### src/rtl/ct_pkg.sv
package ct_pkg;

  // Channel mode word, MSB first (bit 9 down to bit 0).
  typedef struct packed {
    logic       dis_on_b;
    logic       stop_on_b;
    logic       rc_rst_en;
    logic       trig_on_b;
    logic [1:0] trig_edge;
    logic [1:0] b_edge;
    logic [1:0] a_edge;
  } ct_mode_t;

  localparam int MODE_W = $bits(ct_mode_t);
  localparam int STAT_W = 8;

  // Status bit positions.
  localparam int ST_OVF = 0;
  localparam int ST_OVR = 1;
  localparam int ST_CMP = 4;
  localparam int ST_LDA = 5;
  localparam int ST_LDB = 6;
  localparam int ST_TRG = 7;

  // Edge code: bit 0 enables rising, bit 1 enables falling.
  function automatic logic edge_hit(input logic [1:0] code,
                                    input logic rise, input logic fall);
    return (code[0] & rise) | (code[1] & fall);
  endfunction

endpackage

### src/rtl/ct_edge_sync.sv
module ct_edge_sync #(
  parameter int SYNC_STAGES = 2
) (
  input  logic clk,
  input  logic rst_n,
  input  logic pin,
  output logic rise,
  output logic fall
);
  localparam int CHAIN = SYNC_STAGES + 1;

  logic [CHAIN-1:0] chain_q, chain_d;

  always_comb begin
    chain_d = {chain_q[CHAIN-2:0], pin};
  end

  always_ff @(posedge clk or negedge rst_n) begin
    if (!rst_n) chain_q <= '0;
    else        chain_q <= chain_d;
  end

  assign rise =  chain_q[CHAIN-2] & ~chain_q[CHAIN-1];
  assign fall = ~chain_q[CHAIN-2] &  chain_q[CHAIN-1];
endmodule

### src/rtl/ct_counter.sv
module ct_counter #(
  parameter int CNT_W = 16
) (
  input  logic             clk,
  input  logic             rst_n,
  input  logic             tick,
  input  logic             sw_start,
  input  logic             trig,
  input  logic             halt_req,
  input  logic             dis_req,
  input  logic             rc_rst_en,
  input  logic [CNT_W-1:0] rc,
  output logic [CNT_W-1:0] cnt,
  output logic             run,
  output logic             ovf_ev,
  output logic             cmp_ev
);
  localparam logic [CNT_W-1:0] CNT_MAX = {CNT_W{1'b1}};

  logic [CNT_W-1:0] cnt_q, cnt_d;
  logic             clk_on_q, clk_on_d;
  logic             stopped_q, stopped_d;
  logic             restart, step, match, wrap_rc;

  always_comb begin
    restart = sw_start | trig;
    step    = tick & run & ~restart;
    match   = (cnt_q == rc);
    wrap_rc = rc_rst_en & match;

    cnt_d = cnt_q;
    if (restart)   cnt_d = '0;
    else if (step) cnt_d = wrap_rc ? '0 : cnt_q + 1'b1;

    stopped_d = stopped_q;
    if (restart)       stopped_d = 1'b0;
    else if (halt_req) stopped_d = 1'b1;

    clk_on_d = clk_on_q;
    if (sw_start)     clk_on_d = 1'b1;
    else if (dis_req) clk_on_d = 1'b0;

    ovf_ev = step & ~wrap_rc & (cnt_q == CNT_MAX);
    cmp_ev = step & match;
  end

  always_ff @(posedge clk or negedge rst_n) begin
    if (!rst_n) begin
      cnt_q     <= '0;
      clk_on_q  <= 1'b0;
      stopped_q <= 1'b0;
    end else begin
      cnt_q     <= cnt_d;
      clk_on_q  <= clk_on_d;
      stopped_q <= stopped_d;
    end
  end

  assign run = clk_on_q & ~stopped_q;
  assign cnt = cnt_q;
endmodule

### src/rtl/ct_capture.sv
module ct_capture #(
  parameter int CNT_W = 16
) (
  input  logic             clk,
  input  logic             rst_n,
  input  logic             run,
  input  logic             restart,
  input  logic             a_hit,
  input  logic             b_hit,
  input  logic             rd_a,
  input  logic             rd_b,
  input  logic [CNT_W-1:0] cnt,
  output logic [CNT_W-1:0] reg_a,
  output logic [CNT_W-1:0] reg_b,
  output logic             load_a,
  output logic             load_b,
  output logic             ovr_ev
);
  logic [CNT_W-1:0] ra_q, ra_d, rb_q, rb_d;
  logic             wait_b_q, wait_b_d;
  logic             a_new_q, a_new_d, b_new_q, b_new_d;

  always_comb begin
    load_a = run & ~restart & ~wait_b_q & a_hit;
    load_b = run & ~restart &  wait_b_q & b_hit;

    ra_d = load_a ? cnt : ra_q;
    rb_d = load_b ? cnt : rb_q;

    wait_b_d = wait_b_q;
    if (restart)     wait_b_d = 1'b0;
    else if (load_a) wait_b_d = 1'b1;
    else if (load_b) wait_b_d = 1'b0;

    a_new_d = a_new_q;
    if (load_a)    a_new_d = 1'b1;
    else if (rd_a) a_new_d = 1'b0;

    b_new_d = b_new_q;
    if (load_b)    b_new_d = 1'b1;
    else if (rd_b) b_new_d = 1'b0;

    ovr_ev = (load_a & a_new_q) | (load_b & b_new_q);
  end

  always_ff @(posedge clk or negedge rst_n) begin
    if (!rst_n) begin
      ra_q     <= '0;
      rb_q     <= '0;
      wait_b_q <= 1'b0;
      a_new_q  <= 1'b0;
      b_new_q  <= 1'b0;
    end else begin
      ra_q     <= ra_d;
      rb_q     <= rb_d;
      wait_b_q <= wait_b_d;
      a_new_q  <= a_new_d;
      b_new_q  <= b_new_d;
    end
  end

  assign reg_a = ra_q;
  assign reg_b = rb_q;
endmodule

### src/rtl/ct_status.sv
module ct_status #(
  parameter int NBITS = 8
) (
  input  logic             clk,
  input  logic             rst_n,
  input  logic [NBITS-1:0] ev,
  input  logic             rd_clr,
  output logic [NBITS-1:0] flags
);
  logic [NBITS-1:0] flags_q, flags_d;

  always_comb begin
    flags_d = (rd_clr ? '0 : flags_q) | ev;
  end

  always_ff @(posedge clk or negedge rst_n) begin
    if (!rst_n) flags_q <= '0;
    else        flags_q <= flags_d;
  end

  assign flags = flags_q;
endmodule

### src/rtl/cap_timer.sv
module cap_timer
  import ct_pkg::*;
#(
  parameter int CNT_W = 16
) (
  input  logic               clk,
  input  logic               rst_n,
  input  logic               tick,
  input  logic               sw_start,
  input  logic               pin_a,
  input  logic               pin_b,
  input  logic [MODE_W-1:0]  mode,
  input  logic [CNT_W-1:0]   rc,
  input  logic               rd_a,
  input  logic               rd_b,
  input  logic               rd_status,
  output logic [CNT_W-1:0]   count,
  output logic [CNT_W-1:0]   reg_a,
  output logic [CNT_W-1:0]   reg_b,
  output logic [STAT_W-1:0]  status
);
  localparam int NPIN = 2;

  ct_mode_t          cfg;
  logic [NPIN-1:0]   pins, rise, fall;
  logic              trig_hit, a_hit, b_hit, run;
  logic              load_a, load_b, ovr_ev, ovf_ev, cmp_ev;
  logic [STAT_W-1:0] ev;

  assign cfg  = ct_mode_t'(mode);
  assign pins = {pin_b, pin_a};

  for (genvar g = 0; g < NPIN; g++) begin : g_sync
    ct_edge_sync #(.SYNC_STAGES(2)) u_sync (
      .clk (clk),
      .rst_n (rst_n),
      .pin (pins[g]),
      .rise (rise[g]),
      .fall (fall[g])
    );
  end

  always_comb begin
    a_hit    = edge_hit(cfg.a_edge, rise[0], fall[0]);
    b_hit    = edge_hit(cfg.b_edge, rise[0], fall[0]);
    trig_hit = cfg.trig_on_b ? edge_hit(cfg.trig_edge, rise[1], fall[1])
                             : edge_hit(cfg.trig_edge, rise[0], fall[0]);
  end

  ct_counter #(.CNT_W(CNT_W)) u_counter (
    .clk (clk),
    .rst_n (rst_n),
    .tick (tick),
    .sw_start (sw_start),
    .trig (trig_hit),
    .halt_req (load_b & cfg.stop_on_b),
    .dis_req (load_b & cfg.dis_on_b),
    .rc_rst_en (cfg.rc_rst_en),
    .rc (rc),
    .cnt (count),
    .run (run),
    .ovf_ev (ovf_ev),
    .cmp_ev (cmp_ev)
  );

  ct_capture #(.CNT_W(CNT_W)) u_capture (
    .clk (clk),
    .rst_n (rst_n),
    .run (run),
    .restart (sw_start | trig_hit),
    .a_hit (a_hit),
    .b_hit (b_hit),
    .rd_a (rd_a),
    .rd_b (rd_b),
    .cnt (count),
    .reg_a (reg_a),
    .reg_b (reg_b),
    .load_a (load_a),
    .load_b (load_b),
    .ovr_ev (ovr_ev)
  );

  always_comb begin
    ev         = '0;
    ev[ST_OVF] = ovf_ev;
    ev[ST_OVR] = ovr_ev;
    ev[ST_CMP] = cmp_ev;
    ev[ST_LDA] = load_a;
    ev[ST_LDB] = load_b;
    ev[ST_TRG] = trig_hit;
  end

  ct_status #(.NBITS(STAT_W)) u_status (
    .clk (clk),
    .rst_n (rst_n),
    .ev (ev),
    .rd_clr (rd_status),
    .flags (status)
  );
endmodule

### config.mk
export PLATFORM = sky130hd
export DESIGN_NAME = cap_timer
export DESIGN_NICKNAME = d
export VERILOG_FILES = /design/src/rtl/ct_pkg.sv /design/src/rtl/ct_edge_sync.sv /design/src/rtl/ct_counter.sv /design/src/rtl/ct_capture.sv /design/src/rtl/ct_status.sv /design/src/rtl/cap_timer.sv
export SDC_FILE = /design/constraint.sdc
export NUM_CORES = 1
export LEC_CHECK = 0
export ABC_CLOCK_PERIOD_IN_PS = 3900
export BUFFER_PORTS_ARGS = -buffer_cell sky130_fd_sc_hd__buf_2
export CORE_ASPECT_RATIO = 1.2
export CORE_MARGIN = 10
export CORE_UTILIZATION = 54
export DETAILED_ROUTE_END_ITERATION = 6
export PLACE_DENSITY = 0.84
export SLEW_MARGIN = 20
export SYNTH_ARGS = -nofsm -noshare
export SYNTH_HDL_FRONTEND = slang
export SYNTH_SLANG_ARGS = --single-unit
export TNS_END_PERCENT = 30
### constraint.sdc
create_clock -name clk -period 3.9 [get_ports clk]
set_clock_uncertainty 0.2 [all_clocks]
set_input_delay 0.78 -clock clk [delete_from_list [all_inputs] [get_ports clk]]
set_output_delay 0.78 -clock clk [all_outputs]
set_load 0.02 [all_outputs]
==> impl_metrics.ini, run 1 <==
[status]
status = complete, no violations

[place]
placed_area_um2 = 3360
hpwlAfterDp_mm = 5.30
gp_congestion = 0.840
io_buffers = 88
place_ws_ns = 0.978
dp_cells = 375

[sta]
max_slew_margin = 0.487
finalHoldViolations = 0
setup_viol = 0
fin_tns_setup_ns = 0
setup_slack_ns = 1.30
worst_pin_slew_ns = 0.764
min_period_ns = 2.60
period_share = 0.666
slew_viol_final = 0
rsz0062_at_grt = false
hold_ws_ns = 0.150
fmax_ghz = 0.385

[worst_setup_path]
ff2ff_setup_slack_ns = 1.30
slowest_stage = dfrtp_1
worstReg2RegEnd = u_capture.reg_b[3]
path_cells = nor2b_1 -> a221o_1 -> a21oi_4 -> and2_1 -> buf_4 -> mux2_1
critPathRequiredTime_ns = 3.92
rr_startpoint = g_sync[0].u_sync.chain_q[1]
cp.arrival_ns = 2.61
reg2regPathDepth = 6
critPathLaunchType = flip-flop
critPathMaxFanout = 11
critPathMaxStageDelay_ns = 0.42
worstSetupPathType = flip-flop to flip-flop
end_kind = flip-flop

[run]
cap_violations = 0

[die]
row_count = 28
die_h_um = 99.7
initial_core_util = 0.567
die_w_um = 86.5
die_area_um2 = 8620
io_pins = 91
core-area_um2 = 5040

[global_route]
grtUsageMet2 = 0.266
grt_max_degree = 37
met1_usage = 0.178
busiest_layer = met2
grt_pass1_wl_mm = 11.1
grt_usage = 0.165
gr-total-overflow = 0
antenna_found_initial = 0
first_global_vias = 2208
grtUsageMet3 = 0.0637

[routing]
drtAntennaViolNets = 0
drt-total-wl_mm = 6.89
drtPass1Iterations = 4
route.detailed.drc = 0
wl_per_cell_um = 17.6
drt_iter0_drc = 133
via_per_inst = 5.36
via_count = 2094

[synthesis]
async_flop_share = 1.00
ys_types = 36
synthTopCellsByArea = dfrtp_1 (57%), mux2_1 (13%), xor2_1 (8.6%)
yosysMostFrequentCell = dfrtp_1
synth.yosys.seq_area_share = 0.568
yosysWarnings = 0
yosysTopAreaCell = dfrtp_1
synth_top_cell_area_share = 0.568
synthFlopType = dfrtp_1
syn_inst = 232
synth.cell_area_um2 = 2860
synth_commonest_cells = dfrtp_1 (65), mux2_1 (32), xor2_1 (28)
postSynthRegisterBits = 65
avgSynthCellArea_um2 = 12.3
synth_edf_count = 0

[final_layout]
utilization = 0.712
fin_nets = 362
final.fill_count = 390
diodes = 0
final-instance-count-excl-fill = 391
drive_above_1_share = 0.344
synthToLayoutAreaGrowth_pct = 25.5
stdcell_area_um2 = 3590

[clock_network]
cts_tree = built
clock_latency_ns = 0.34
post_cts_buffers = 0
cts.sinks = 65
ctsResizeCount = 0
ctsLongestPathBuffers = 2
root_buffer = clkbuf_8
h-tree-depth = 3
cts_buffers = 9
ctsHoldBuffers = 0
clkTransAtPathRegs_ns = 0.07

[hold_path]
hold_depth = 0
hp-start = g_sync[0].u_sync.chain_q[0]
hp-class = flip-flop to flip-flop
holdPathEnd = g_sync[0].u_sync.chain_q[1]

[power_and_ir_drop]
leakagePower_nw = 2.03
totalPowerFinal_mw = 1.43
power_density_nw_per_um2 = 398
ir_drop_mv = 0.339
flip-flops by register name, indices dropped and copies added, names as in the netlist:
name	cells
u_counter.stopped_q	1
u_capture.a_new_q	1
u_capture.reg_a	16
u_capture.wait_b_q	1
u_capture.reg_b	16
u_status.flags	6
u_counter.cnt	16
u_capture.b_new_q	1
u_counter.clk_on_q	1
g_sync.u_sync.chain_q	6
how the worst max path moves through the flow:
| stage | startpoint | endpoint | slack (ns) | cells after the start |
|---|---|---|---|---|
| after floorplan | mode[5] | u_capture.reg_b[12] | 1.45 | 6 |
| after global placement | rc[9] | u_counter.cnt[14] | 1.01 | 7 |
| after global routing | g_sync[0].u_sync.chain_q[1] | u_capture.reg_b[3] | 1.16 | 6 |
| final | g_sync[0].u_sync.chain_q[1] | u_capture.reg_b[3] | 1.30 | 6 |
| after detailed placement | mode[5] | u_capture.reg_b[3] | 0.98 | 6 |
| after CTS | g_sync[0].u_sync.chain_q[1] | u_capture.reg_b[3] | 1.27 | 6 |
placed cells by master, fill, tap and decap left out, types with 4 or more instances in the layout:
master	netlist	final
nor2_1	19	19
mux2_1	32	32
buf_2	1	88
nor4_1	4	4
a21o_1	4	4
nand3_1	7	7
nand3b_1	4	4
nand4_1	6	6
clkbuf_8	0	11
buf_4	6	5
xor2_1	28	28
inv_1	8	8
dfrtp_1	65	65
nand2_1	8	8
worst max-delay path, delay by kind of cell (launching register included):
kind            cells  cell delay (ns)
buf+inv             1             0.28
compound gates      2             0.64
flops               1             0.42
mux                 1             0.34
simple gates        2             0.58
area by class of cell:
| cell class | instances | area [um2] | area share |
|---|---|---|---|
| Inverter | 8 | 30.0 | 0.00836 |
| Clock inverter | 5 | 77.6 | 0.0216 |
| Tap cell | 60 | 75.1 | 0.0209 |
| Sequential cell | 65 | 1630 | 0.453 |
| Clock buffer | 11 | 151 | 0.0422 |
| Multi-Input combinational cell | 149 | 1150 | 0.321 |
| Timing Repair Buffer | 93 | 478 | 0.133 |
cell families after synthesis:
kind of cell               Yosys count  share of synthesized area
adders and majority gates            1                    0.00437
buffers and inverters               19                     0.0332
muxes                               32                      0.126
AOI/OAI and AO/OA                   20                     0.0547
xor gates and xnor gates            30                     0.0918
and+or+nand+nor                     64                      0.120
other                                1                    0.00131
DFF                                 65                      0.568
per-layer routing:
metal	vias to the layer above	share of wire
li1	995	-
met1	1023	0.37
met2	64	0.51
met3	12	0.091
met4	0	0.024
met5	-	0
report_power, final:
group / switching, mW / internal, mW / total (mW)
sequential: 0.00886 / 0.686 / 0.695
clock: 0.245 / 0.392 / 0.638
combinational: 0.0588 / 0.0378 / 0.0966
(Power assumes the default switching activity.)
==> run 2, diff against run 1 <==
- ABC_AREA: default -> 1
- ABC_CLOCK_PERIOD_IN_PS: 3900 -> 2270
- CORE_UTILIZATION: 54 -> 47
- PLACE_DENSITY: 0.84 -> 0.76
- clock period: 3.9 -> 2.27 ns (I/O delays scaled with it)
==> impl_metrics.ini, run 2 <==
[status]
status = complete, no violations

[global_route]
grt_pass1_wl_mm = 14.0
grt_usage = 0.164
gr-total-overflow = 0
first_global_vias = 2898
antenna_found_initial = 0
grt_max_degree = 37

[sta]
finalHoldViolations = 0
fin_tns_setup_ns = 0
rsz0062_at_grt = false
setup_slack_ns = 0.281
min_period_ns = 1.99
worst_pin_slew_ns = 0.517
fmax_ghz = 0.503
slew_viol_final = 0
setup_viol = 0
max_slew_margin = 0.656
period_share = 0.876

[die]
initial_core_util = 0.481
die_w_um = 96.2
row_count = 33
die_h_um = 111
io_pins = 91
die_area_um2 = 10700
core-area_um2 = 6810

[synthesis]
yosysWarnings = 0
synth_commonest_cells = nand2_1 (162), dfrtp_1 (65), inv_1 (36)
synthFlopType = dfrtp_1
synth_top_cell_area_share = 0.497
syn_inst = 413
async_flop_share = 1.00
yosysMostFrequentCell = nand2_1
synthTopCellsByArea = dfrtp_1 (50%), nand2_1 (19%), nand3_1 (5.0%)
yosysTopAreaCell = dfrtp_1
postSynthRegisterBits = 65
synth.yosys.seq_area_share = 0.497
ys_types = 25
avgSynthCellArea_um2 = 7.93
synth.cell_area_um2 = 3280
synth_edf_count = 0

[power_and_ir_drop]
ir_drop_mv = 0.388
totalPowerFinal_mw = 2.40
power_density_nw_per_um2 = 603
leakagePower_nw = 2.26

[routing]
drt_iter0_drc = 103
via_count = 2933
dr_wl_met3_um = 486
wl_met2_mm = 4.34
drtAntennaViolNets = 0
route.detailed.drc = 0
via_per_inst = 4.90
wl_per_cell_um = 14.3
drt-total-wl_mm = 8.57
wirelength_met1_mm = 3.64
drtPass1Iterations = 5
top_layer_used = met4

[worst_setup_path]
cp.depth = 9
slowest_stage = dfrtp_1
reg2regPathDepth = 9
end_kind = flip-flop
critPathRequiredTime_ns = 2.29
critPathLaunchType = flip-flop
worstSetupPathType = flip-flop to flip-flop
worst-path-buf-inv = 1
cp.arrival_ns = 2.01
critPathMaxStageDelay_ns = 0.41
cp_common_cell = nand2_1
path_cells = inv_1 -> nand3_1 -> nand2_1 -> nand2_1 -> nand2_2 -> nor2_4 -> nand3_4 -> nand2_1 -> o21ai_2
critPathMaxFanout = 34
crit_family = simple AND/OR/NAND/NOR gates

[clock_network]
h-tree-depth = 3
cts_buffers = 9
ctsLongestPathBuffers = 2
root_buffer = clkbuf_8
clkTransAtPathRegs_ns = 0.07
clock_latency_ns = 0.34
cts.sinks = 65
cts_tree = built

[place]
gp_congestion = 0.796
dp_cells = 580
io_buffers = 88
hpwlAfterDp_mm = 6.49
place_ws_ns = 0.203

[final_layout]
mostFrequentLayoutCell = nand2_1
drive_above_1_share = 0.288
fin_nets = 542
final_cell_mix = nand2_1 (162), buf_2 (88), dfrtp_1 (65)
diodes = 0
final-instance-count-excl-fill = 598
synthToLayoutAreaGrowth_pct = 21.7

[run]
cap_violations = 0

[hold_path]
hp-class = primary input to flip-flop
hold_depth = 1
run 2: final timing paths:
path	start	end	slack [ns]
max	g_sync[0].u_sync.chain_q[1]	u_capture.reg_b[10]	0.28
min reg2reg	g_sync[1].u_sync.chain_q[0]	g_sync[1].u_sync.chain_q[1]	0.15
max in group asynchronous	rst_n	g_sync[0].u_sync.chain_q[0]	0.89
min	pin_b	g_sync[1].u_sync.chain_q[0]	0.02
max reg2reg	g_sync[0].u_sync.chain_q[1]	u_capture.reg_b[10]	0.28
min in group asynchronous	rst_n	u_capture.reg_b[12]	0.41
run 2: power breakdown:
part / switching [mW] / internal (mW) / leakage [nW]
clock network: 0.448 / 0.533 / 0.0953
registers: 0.0196 / 1.18 / 0.884
logic: 0.145 / 0.0728 / 1.28
run 2: worst register-to-register path, stage by stage (launching register included):
cell	delay [ns]
dfrtp_1	0.41
inv_1	0.10
nand3_1	0.08
nand2_1	0.05
nand2_1	0.06
nand2_2	0.08
nor2_4	0.22
nand3_4	0.40
nand2_1	0.21
o21ai_2	0.07
run 2: through the flow:
| stage | instance area [um2] | hold WS (ns) | util |
|---|---|---|---|
| 2_1_floorplan | 3280 | -0.0416 | - |
| 3_3_place_gp | 3770 | 0.133 | 0.553 |
| 3_5_place_dp | 3770 | 0.141 | 0.553 |
| 4_1_cts | 3980 | 0.00247 | 0.584 |
| 5_1_grt | 3990 | 0.00563 | 0.585 |
| 6_report | 3990 | 0.0177 | 0.585 |
run 2: cell families (layout without fill, tap and decap cells):
kind of cell             after synthesis  count (layout)  share of synthesized area
AO/OA/AOI/OAI                         40              40                     0.0814
XOR/XNOR                              10              10                     0.0267
adder cells (fa/ha/maj)                1               1                    0.00382
buffers and inverters                 63             160                     0.0859
flip-flops                            65              65                      0.497
other                                  1               2                    0.00114
AND/OR/NAND/NOR                      233             233                      0.304
run 2: area by class of cell:
cell class              count  area [um2]
multi-input cells         286        1370
clock buffers              11         141
clock inverters             5        55.1
flip-flops and latches     65        1630
fillers                   648        2830
inverters                  52         195
repair buffers             92         488
well taps                  87         109
run 2: repair_timing:
item	4_1_cts	5_1_grt
resized for setup	0	0
setup buffers	0	0
hold buffers	1	1
endpoints found under the hold margin	20	1
run 2: layer usage:
metal  track usage  up-vias
li1              -     1472
met1         0.200     1379
met2         0.271       77
met3        0.0323        5
met4        0.0680        0
met5             0        -
